$ cat src/rtl/octmr_pkg.sv
`timescale 1ns/1ps
package octmr_pkg;

  typedef logic [1:0] act_t;

  localparam act_t ACT_NONE = 2'b00;
  localparam act_t ACT_TGL  = 2'b01;
  localparam act_t ACT_LOW  = 2'b10;
  localparam act_t ACT_HIGH = 2'b11;

  localparam int A_CTRL   = 0;
  localparam int A_MODE   = 1;
  localparam int A_ACT_HI = 2;
  localparam int A_ACT_LO = 3;
  localparam int A_IEN    = 4;
  localparam int A_FLAG   = 5;
  localparam int A_COUNT  = 6;

  localparam int CTRL_RUN_BIT  = 0;
  localparam int CTRL_FCLR_BIT = 1;
  localparam int CTRL_PSC_LSB  = 2;

  // next pin level for an action applied to the current level
  function automatic logic pin_next(input act_t a, input logic cur);
    case (a)
      ACT_TGL:  return ~cur;
      ACT_LOW:  return 1'b0;
      ACT_HIGH: return 1'b1;
      default:  return cur;
    endcase
  endfunction

endpackage

$ cat src/rtl/octmr_timebase.sv
`timescale 1ns/1ps
module octmr_timebase #(
  parameter int CNT_W = 16,
  parameter int PSC_W = 3
) (
  input  logic             clk,
  input  logic             rst_n,
  input  logic             run,
  input  logic [PSC_W-1:0] psc,
  output logic             tick,
  output logic [CNT_W-1:0] cnt,
  output logic [CNT_W-1:0] cnt_nxt
);

  localparam int DIV_W = (1 << PSC_W) - 1;

  logic [DIV_W-1:0] div_q;

  // a tick is due when the low p bits of the divider are all ones
  function automatic logic tick_due(input logic [DIV_W-1:0] d,
                                    input logic [PSC_W-1:0] p);
    logic [DIV_W-1:0] m;
    m = DIV_W'((1 << p) - 1);
    return (d & m) == m;
  endfunction

  assign tick    = run && tick_due(div_q, psc);
  assign cnt_nxt = cnt + 1'b1;

  always_ff @(posedge clk) begin
    if (!rst_n) begin
      div_q <= '0;
      cnt   <= '0;
    end else if (run) begin
      div_q <= div_q + 1'b1;
      if (tick) cnt <= cnt_nxt;
    end
  end

endmodule

$ cat src/rtl/octmr_channel.sv
`timescale 1ns/1ps
module octmr_channel
  import octmr_pkg::*;
#(
  parameter int CNT_W = 16
) (
  input  logic             clk,
  input  logic             rst_n,
  input  logic             is_cmp,
  input  act_t             act,
  input  logic             tick,
  input  logic [CNT_W-1:0] cnt,
  input  logic [CNT_W-1:0] cnt_nxt,
  input  logic             cap_evt,
  input  logic             reg_wr,
  input  logic [CNT_W-1:0] wdata,
  input  logic             fast_clr,
  input  logic             flag_clr,
  output logic [CNT_W-1:0] val,
  output logic             flag,
  output logic             pin,
  output logic             pin_en,
  output logic             hit,
  output logic             cap_hit
);

  // compare against the value the counter is about to take
  assign hit     = tick && is_cmp && (cnt_nxt == val);
  assign cap_hit = cap_evt && !is_cmp;
  assign pin_en  = is_cmp && (act != ACT_NONE);

  always_ff @(posedge clk) begin
    if (!rst_n) begin
      val  <= '0;
      flag <= 1'b0;
      pin  <= 1'b0;
    end else begin
      if (cap_hit)     val <= cnt;
      else if (reg_wr) val <= wdata;

      if (hit || cap_hit)                          flag <= 1'b1;
      else if (flag_clr || (reg_wr && fast_clr))   flag <= 1'b0;

      if (hit) pin <= pin_next(act, pin);
    end
  end

endmodule

$ cat src/rtl/octimer_unit.sv
`timescale 1ns/1ps
module octimer_unit
  import octmr_pkg::*;
#(
  parameter int CNT_W  = 16,
  parameter int NUM_CH = 8,
  parameter int PSC_W  = 3,
  parameter int ADDR_W = 4
) (
  input  logic              clk,
  input  logic              rst_n,
  input  logic              bus_wr,
  input  logic [ADDR_W-1:0] bus_addr,
  input  logic [CNT_W-1:0]  bus_wdata,
  output logic [CNT_W-1:0]  bus_rdata,
  input  logic [NUM_CH-1:0] cap_evt,
  output logic [NUM_CH-1:0] oc_pin,
  output logic [NUM_CH-1:0] oc_pin_en,
  output logic [NUM_CH-1:0] irq
);

  localparam int HALF  = NUM_CH / 2;
  localparam int ACT_W = 2 * HALF;
  localparam int SEL_W = ADDR_W - 1;

  logic              run_q, fclr_q;
  logic [PSC_W-1:0]  psc_q;
  logic [NUM_CH-1:0] mode_q, ien_q;
  logic [ACT_W-1:0]  act_hi_q, act_lo_q;
  logic [2*NUM_CH-1:0] act_all;

  logic              tick;
  logic [CNT_W-1:0]  cnt, cnt_nxt;
  logic [NUM_CH-1:0] hit_vec, cap_vec, flag_vec, flag_clr;
  logic [CNT_W-1:0]  chan_val [NUM_CH];

  logic wr_ctrl, wr_mode, wr_ahi, wr_alo, wr_ien, wr_flag;

  assign wr_ctrl = bus_wr && (bus_addr == ADDR_W'(A_CTRL));
  assign wr_mode = bus_wr && (bus_addr == ADDR_W'(A_MODE));
  assign wr_ahi  = bus_wr && (bus_addr == ADDR_W'(A_ACT_HI));
  assign wr_alo  = bus_wr && (bus_addr == ADDR_W'(A_ACT_LO));
  assign wr_ien  = bus_wr && (bus_addr == ADDR_W'(A_IEN));
  assign wr_flag = bus_wr && (bus_addr == ADDR_W'(A_FLAG));

  assign flag_clr = wr_flag ? bus_wdata[NUM_CH-1:0] : '0;
  assign act_all  = {act_hi_q, act_lo_q};

  always_ff @(posedge clk) begin
    if (!rst_n) begin
      run_q    <= 1'b0;
      fclr_q   <= 1'b0;
      psc_q    <= '0;
      mode_q   <= '0;
      ien_q    <= '0;
      act_hi_q <= '0;
      act_lo_q <= '0;
    end else begin
      if (wr_ctrl) begin
        run_q  <= bus_wdata[CTRL_RUN_BIT];
        fclr_q <= bus_wdata[CTRL_FCLR_BIT];
        psc_q  <= bus_wdata[CTRL_PSC_LSB +: PSC_W];
      end
      if (wr_mode) mode_q   <= bus_wdata[NUM_CH-1:0];
      if (wr_ien)  ien_q    <= bus_wdata[NUM_CH-1:0];
      if (wr_ahi)  act_hi_q <= bus_wdata[ACT_W-1:0];
      if (wr_alo)  act_lo_q <= bus_wdata[ACT_W-1:0];
    end
  end

  octmr_timebase #(.CNT_W(CNT_W), .PSC_W(PSC_W)) u_tb (
    .clk     (clk),
    .rst_n   (rst_n),
    .run     (run_q),
    .psc     (psc_q),
    .tick    (tick),
    .cnt     (cnt),
    .cnt_nxt (cnt_nxt)
  );

  for (genvar i = 0; i < NUM_CH; i++) begin : g_ch
    logic ch_wr;
    assign ch_wr = bus_wr && bus_addr[ADDR_W-1] && (bus_addr[SEL_W-1:0] == SEL_W'(i));

    octmr_channel #(.CNT_W(CNT_W)) u_ch (
      .clk      (clk),
      .rst_n    (rst_n),
      .is_cmp   (mode_q[i]),
      .act      (act_t'(act_all[2*i +: 2])),
      .tick     (tick),
      .cnt      (cnt),
      .cnt_nxt  (cnt_nxt),
      .cap_evt  (cap_evt[i]),
      .reg_wr   (ch_wr),
      .wdata    (bus_wdata),
      .fast_clr (fclr_q),
      .flag_clr (flag_clr[i]),
      .val      (chan_val[i]),
      .flag     (flag_vec[i]),
      .pin      (oc_pin[i]),
      .pin_en   (oc_pin_en[i]),
      .hit      (hit_vec[i]),
      .cap_hit  (cap_vec[i])
    );
  end

  assign irq = flag_vec & ien_q;

  always_comb begin
    bus_rdata = '0;
    if (bus_addr[ADDR_W-1]) begin
      for (int i = 0; i < NUM_CH; i++)
        if (bus_addr[SEL_W-1:0] == SEL_W'(i)) bus_rdata = chan_val[i];
    end else begin
      case (int'(bus_addr))
        A_CTRL: begin
          bus_rdata[CTRL_RUN_BIT]              = run_q;
          bus_rdata[CTRL_FCLR_BIT]             = fclr_q;
          bus_rdata[CTRL_PSC_LSB +: PSC_W]     = psc_q;
        end
        A_MODE:   bus_rdata = CNT_W'(mode_q);
        A_ACT_HI: bus_rdata = CNT_W'(act_hi_q);
        A_ACT_LO: bus_rdata = CNT_W'(act_lo_q);
        A_IEN:    bus_rdata = CNT_W'(ien_q);
        A_FLAG:   bus_rdata = CNT_W'(flag_vec);
        A_COUNT:  bus_rdata = cnt;
        default:  bus_rdata = '0;
      endcase
    end
  end

endmodule

$ cat config.mk
export PLATFORM = sky130hd
export DESIGN_NAME = octimer_unit
export DESIGN_NICKNAME = d
export VERILOG_FILES = /design/src/rtl/octmr_pkg.sv /design/src/rtl/octmr_timebase.sv /design/src/rtl/octmr_channel.sv /design/src/rtl/octimer_unit.sv
export SDC_FILE = /design/constraint.sdc
export NUM_CORES = 1
export LEC_CHECK = 0
export ABC_AREA = 1
export CORE_ASPECT_RATIO = 0.9
export CORE_MARGIN = 4
export CORE_UTILIZATION = 44
export DETAILED_ROUTE_END_ITERATION = 12
export PLACE_DENSITY = 0.7
export SYNTH_ARGS = -nofsm -noshare
export SYNTH_HDL_FRONTEND = slang
export SYNTH_SLANG_ARGS = --single-unit
$ cat constraint.sdc
create_clock -name clk -period 2.6 [get_ports clk]
set_input_delay 0.26 -clock clk [delete_from_list [all_inputs] [get_ports clk]]
set_output_delay 0.26 -clock clk [all_outputs]
set_load 0.05 [all_outputs]
---- Word-level counts from Yosys, hierarchy flattened ----
Cells that the tools add are included.
cells by class
  add/subtract/negate cells ............... 3
  reduce and logical (&&, ||, !) cells .... 123
  shift-type cells ........................ 1
  bitwise logic cells ..................... 10
  equal/unequal tests ..................... 46
  mux-type cells .......................... 52
operators by type and width
  operator                                                               count
  16-bit 2-to-1 mux                                                      25
  16-bit equality test                                                   8
  11-bit case mux with 6 select lines                                    1
  1-bit logical AND                                                      56
  2-bit nonzero test                                                     24
  5-bit case mux with 7 select lines                                     1
  2-bit equality test, second input constant                             16
  1-bit case mux with 3 select lines                                     8
  3-bit nonzero test                                                     8
  2-bit AND reduction                                                    9
  16-bit by 1-bit adder with 16-bit output, second input constant        1
  2-bit by 1-bit equality test with 1-bit output, second input constant  8
  1-bit logical OR                                                       16
  1-bit 2-to-1 mux                                                       16
  3-bit equality test, second input constant                             4
  4-bit by 3-bit equality test with 1-bit output, second input constant  3
  8-bit AND                                                              1
  4-bit by 2-bit equality test with 1-bit output, second input constant  2
  1-bit zero test                                                        8
  8-bit 2-to-1 mux                                                       1
  1-bit NOT                                                              8
  7-bit by 1-bit adder with 7-bit output, second input constant          1
  7-bit AND                                                              1
  7-bit equality test                                                    1
  7 further kinds                                                        8
word-level totals
  output and inout bits ................... 40
  word-level logic and storage cells ...... 268
  input bits .............................. 31
  register bits ........................... 204

---- Logic depth before layout (Yosys ltp) ----
  depth in word-level cells ............... 10
  gate-level depth with buffers ........... 18
  gate-level depth less buffers ........... 16

---- By module ----
From an unflattened synthesis, not the netlist that was laid out.
unflattened totals
  cell total of the unflattened synthesis .. 2556
  area total of the unflattened synthesis .. 14532.7 sq um
by module, submodules not included
  module          cells an instance  times used  area an instance (sq um)
  octmr_channel   217                8           1233.7
  octimer_unit    553                1           3057.9
  octmr_timebase  267                1           1605.3

---- Worst setup path before layout ----
No wires, ideal clock.
  kind .................................... input port to output port
  start ................................... input port bus_addr[2]
  end ..................................... output port bus_rdata[3]
  required time ........................... 2340 ps
  slack ................................... -16 ps
  cell stages on the path ................. 10
  arrival time ............................ 2356 ps
  path through ............................ inv_1 > nand3_1 > inv_1 > clkbuf_1 > a21oi_1 > o21ai_0 > a21oi_1 > nand3_1 > a21oi_1 > o21ai_0
between the ends
  cells in the longest elaborated chain, start to end .. 10
  elaborated cells between the ends (all ways) .. 25
  classes of those cells .................. 13 x eq/ne; 10 x mux; 2 x reduce/logical
RTL lines
  item                            line                 text
  start, declared                 octimer_unit.sv:13   input logic [ADDR_W-1:0] bus_addr,
  3-bit zero test                 octimer_unit.sv:113  if (bus_addr[SEL_W-1:0] == SEL_W'(i)) bus_rdata = chan_val[i];
  16-bit 2-to-1 mux (8 in a row)  octimer_unit.sv:113
  16-bit 2-to-1 mux (*)           octimer_unit.sv:111  if (bus_addr[ADDR_W-1]) begin
  end, declared                   octimer_unit.sv:15   output logic [CNT_W-1:0] bus_rdata,
Mark *: on every way between the ends. The rest lies on a longest branch, timed or not.

---- Worst setup path after layout ----
  start ................................... register u_tb.cnt[6]
  end ..................................... output port bus_rdata[6]
between the ends
  cells in the longest elaborated chain, start to end .. 2
RTL lines
  item                                 line                  text
  start, declared                      octmr_timebase.sv:11  output logic [CNT_W-1:0] cnt,
  start signal, assigned               octmr_timebase.sv:36  if (tick) cnt <= cnt_nxt;
  11-bit case mux with 6 select lines  octimer_unit.sv:115   case (int'(bus_addr))
  16-bit 2-to-1 mux                    octimer_unit.sv:111
No other way between the ends.

==> load_flow_metrics.sql <==
INSERT INTO impl_metrics (metric_group, metric, value, unit) VALUES
('run_status', 'result_of_the_run', 'finished, final reports clean', ''),
('placement', 'dpl-instance-area', '0.0164', 'mm2'),
('yosys', 'postSynth.asyncResetShare', '0', ''),
('layout', 'finish.net_count', '2514', ''),
('clock_network', 'worst_skew_pair.late_latency', '0.57', 'ns'),
('yosys', 'synthTopCellsByCount', '640 x sky130_fd_sc_hd__nand2_1, 266 x sky130_fd_sc_hd__inv_1, 219 x sky130_fd_sc_hd__nor2_1, 204 x sky130_fd_sc_hd__dfxtp_1, 191 x sky130_fd_sc_hd__nand3_1', ''),
('layout', 'final_layout_size_suffix_gt1_frac', '0.178', ''),
('layout', 'fin_util', '0.588', ''),
('layout', 'syn_to_final_growth', '30.6', '%'),
('setup_path', 'crit_path_cell_trace', 'buf_4 -> inv_1 -> buf_4 -> o21ai_0 -> nor4_2 -> buf_4 -> a21oi_2 -> buf_12', ''),
('layout', 'final_design_area_no_fill', '0.0177', 'mm2'),
('yosys', 'synth-edff-count', '0', ''),
('sta', 'rsz0062_at_grt', 'true', ''),
('clock_network', 'cts.sink_count', '204', ''),
('setup_path', 'critical_path.max_fanout', '5', ''),
('setup_path', 'r2r.worst_path.cells', '17', ''),
('die', 'core_area', '0.0302', 'mm2'),
('worst_hold_path', 'hold-path-cell-count', '3', ''),
('setup_path', 'path_class', 'flip-flop to output pin', ''),
('layout', 'final_cell_count_no_fill', '2904', ''),
('detailed_routing', 'viasPerCell', '5.94', ''),
('clock_network', 'cts_made_buffers', '26', ''),
('power', 'worst_case_vdd_ir_drop', '475', 'uV'),
('worst_hold_path', 'min_from', 'rst_n', ''),
('global_routing', 'grt_pass1_wl', '98300', 'um'),
('sta', 'slew_headroom', '0.372', ''),
('yosys', 'yosysWarnings', '0', ''),
('sta', 'hold_fails_final_rpt', '0', ''),
('placement', 'post-dp-hpwl', '49300', 'um'),
('clock_network', 'clock_path_buffers', '3', ''),
('yosys', 'synth-seq-cells', '204', ''),
('detailed_routing', 'routedWlPerCell', '23.1', 'um'),
('sta', 'clock_skew', '0.0266', 'ns'),
('sta', 'min_period', '2.57', 'ns'),
('die', 'dieArea', '0.0337', 'mm2'),
('global_routing', 'gr-usage-all-layers', '0.385', ''),
('yosys', 'post_synthesis_average_cell_area', '6.04', 'um2'),
('global_routing', 'globalRoute.totalOverflow', '0', ''),
('sta', 'setup_slack', '0.0322', 'ns'),
('yosys', 'syn-cell-area', '0.0136', 'mm2'),
('global_routing', 'vias_in_the_first_global_route', '15571', ''),
('die', 'boundaryPins', '71', ''),
('setup_path', 'crit_path_start_kind', 'flip-flop', ''),
('die', 'die_h', '175', 'um'),
('setup_path', 'timing.critical_path.required', '2.34', 'ns'),
('global_routing', 'grt_start_max_net_pins', '84', ''),
('placement', 'replace_congestion', '1.05', ''),
('yosys', 'post_synthesis_cell_count', '2248', ''),
('sta', 'slew_at_the_pin_closest_to_its_max_slew_limit', '0.938', 'ns'),
('clock_network', 'clk_pin_slew', '0.07', 'ns'),
('setup_path', 'slowest_stage', 'sky130_fd_sc_hd__dfxtp_2', ''),
('yosys', 'post-synth-top-area-cell', 'sky130_fd_sc_hd__dfxtp_1', ''),
('clock_network', 'tritoncts', 'yes', ''),
('sta', 'fin_setup_tns', '0', 'ns'),
('sta', 'setup-violations-final', '0', ''),
('yosys', 'synthesized_nets', '2282', ''),
('yosys', 'seq_area_frac_synth', '0.301', ''),
('setup_path', 'crit_arrival', '2.31', 'ns'),
('sta', 'fin_crit_sh', '0.988', ''),
('setup_path', 'cp-startpoint', 'u_tb.cnt[6]', ''),
('detailed_routing', 'first_iter_violations', '2220', ''),
('placement', 'placement.io_buffers', '70', ''),
('detailed_routing', 'finalWirelength', '67100', 'um'),
('setup_path', 'max_stage_delay', '0.35', 'ns'),
('setup_path', 'worst_r2r_endpoint', 'g_ch[2].u_ch.pin', ''),
('detailed_routing', 'antenna_left', '0', ''),
('clock_network', 'h-tree-depth', '1', ''),
('job', 'maxCapViolations', '0', ''),
('detailed_routing', 'firstDrtPassIters', '7', ''),
('yosys', 'post-synth-top-count-cell', 'sky130_fd_sc_hd__nand2_1', ''),
('yosys', 'synth_flop_cell', 'sky130_fd_sc_hd__dfxtp_1', '');
## area by class of cell
class	instances	area (um2)
diodes	1	2.50
clock buffers	35	754
clock inverters	13	205
fillers	3008	12400
inverters	277	1050
multi-input cells	1627	8030
flip-flops and latches	204	4090
well taps	403	504
repair buffers	344	3100
## flip-flops by register name, indices dropped and copies added (netlist names)
| register | count |
|---|---|
| act_hi_q | 8 |
| fclr_q | 1 |
| g_ch.u_ch.pin | 8 |
| run_q | 1 |
| u_tb.div_q | 7 |
| u_tb.cnt | 16 |
| mode_q | 8 |
| psc_q | 3 |
| g_ch.u_ch.flag | 8 |
| ien_q | 8 |
| g_ch.u_ch.val | 128 |
| act_lo_q | 8 |
## routing by layer
layer / wire length [um] / GRT usage
met1: 27800 / 0.559
met2: 26900 / 0.540
met3: 8270 / 0.0781
met4: 4070 / 0.184
met5: 12 / 0
## critical path: cells and delay by family, from the launching register on
kind	cells	cell delay [ns]
buffers and inverters	5	0.87
flip-flops	1	0.35
AND/OR/NAND/NOR	1	0.35
AO/OA/AOI/OAI	2	0.18
## where the power goes
part | total, mW | switching (mW) | internal [mW] | leakage [nW]
clock network | 4.11 | 1.58 | 2.53 | 0.479
logic | 1.91 | 1.25 | 0.655 | 5.36
registers | 3.49 | 0.174 | 3.31 | 1.68
total | 9.50 | 3.00 | 6.50 | 7.52
## cell families after synthesis
logic type	Yosys count	synth area share
xor+xnor	8	0.00516
simple gates	1107	0.337
flops	204	0.301
fa+ha+maj	3	0.00277
compound gates	508	0.228
buf+inv	418	0.126
## layout by cell type (no fill, tap or decap), drive strengths merged, types with 3 or more instances in the layout
| cell | instances |
|---|---|
| clkinv | 14 |
| a211oi | 127 |
| o221ai | 3 |
| o22ai | 32 |
| nand2 | 655 |
| nor4 | 5 |
| o2111ai | 9 |
| nand4 | 18 |
| nor2 | 225 |
| clkdlybuf4s50 | 50 |
| a2111oi | 5 |
| dfxtp | 204 |
| o21ai | 160 |
| a21oi | 100 |
| inv | 269 |
| nand3b | 3 |
| ha | 3 |
| bufinv | 5 |
| nor3 | 8 |
| nand3 | 194 |
| buf | 291 |
| clkbuf | 35 |
| a31oi | 70 |
| xnor2 | 8 |
## timing repair
item | in CTS | in global routing
gates resized for setup | 25 | 74
pin swaps | 5 | 20
hold buffers | 0 | 0
cloned | 0 | 1
buffers inserted | 2 | 8
endpoints found under the setup margin | 18 | 31
## how the worst max path moves through the flow
| stage | endpoint |
|---|---|
| after floorplan | bus_rdata[11] |
| after global placement | bus_rdata[0] |
| after detailed placement | bus_rdata[6] |
| after CTS | g_ch[7].u_ch.pin |
| after global routing | g_ch[1].u_ch.pin |
| final | bus_rdata[6] |
(Power assumes the default switching activity.)
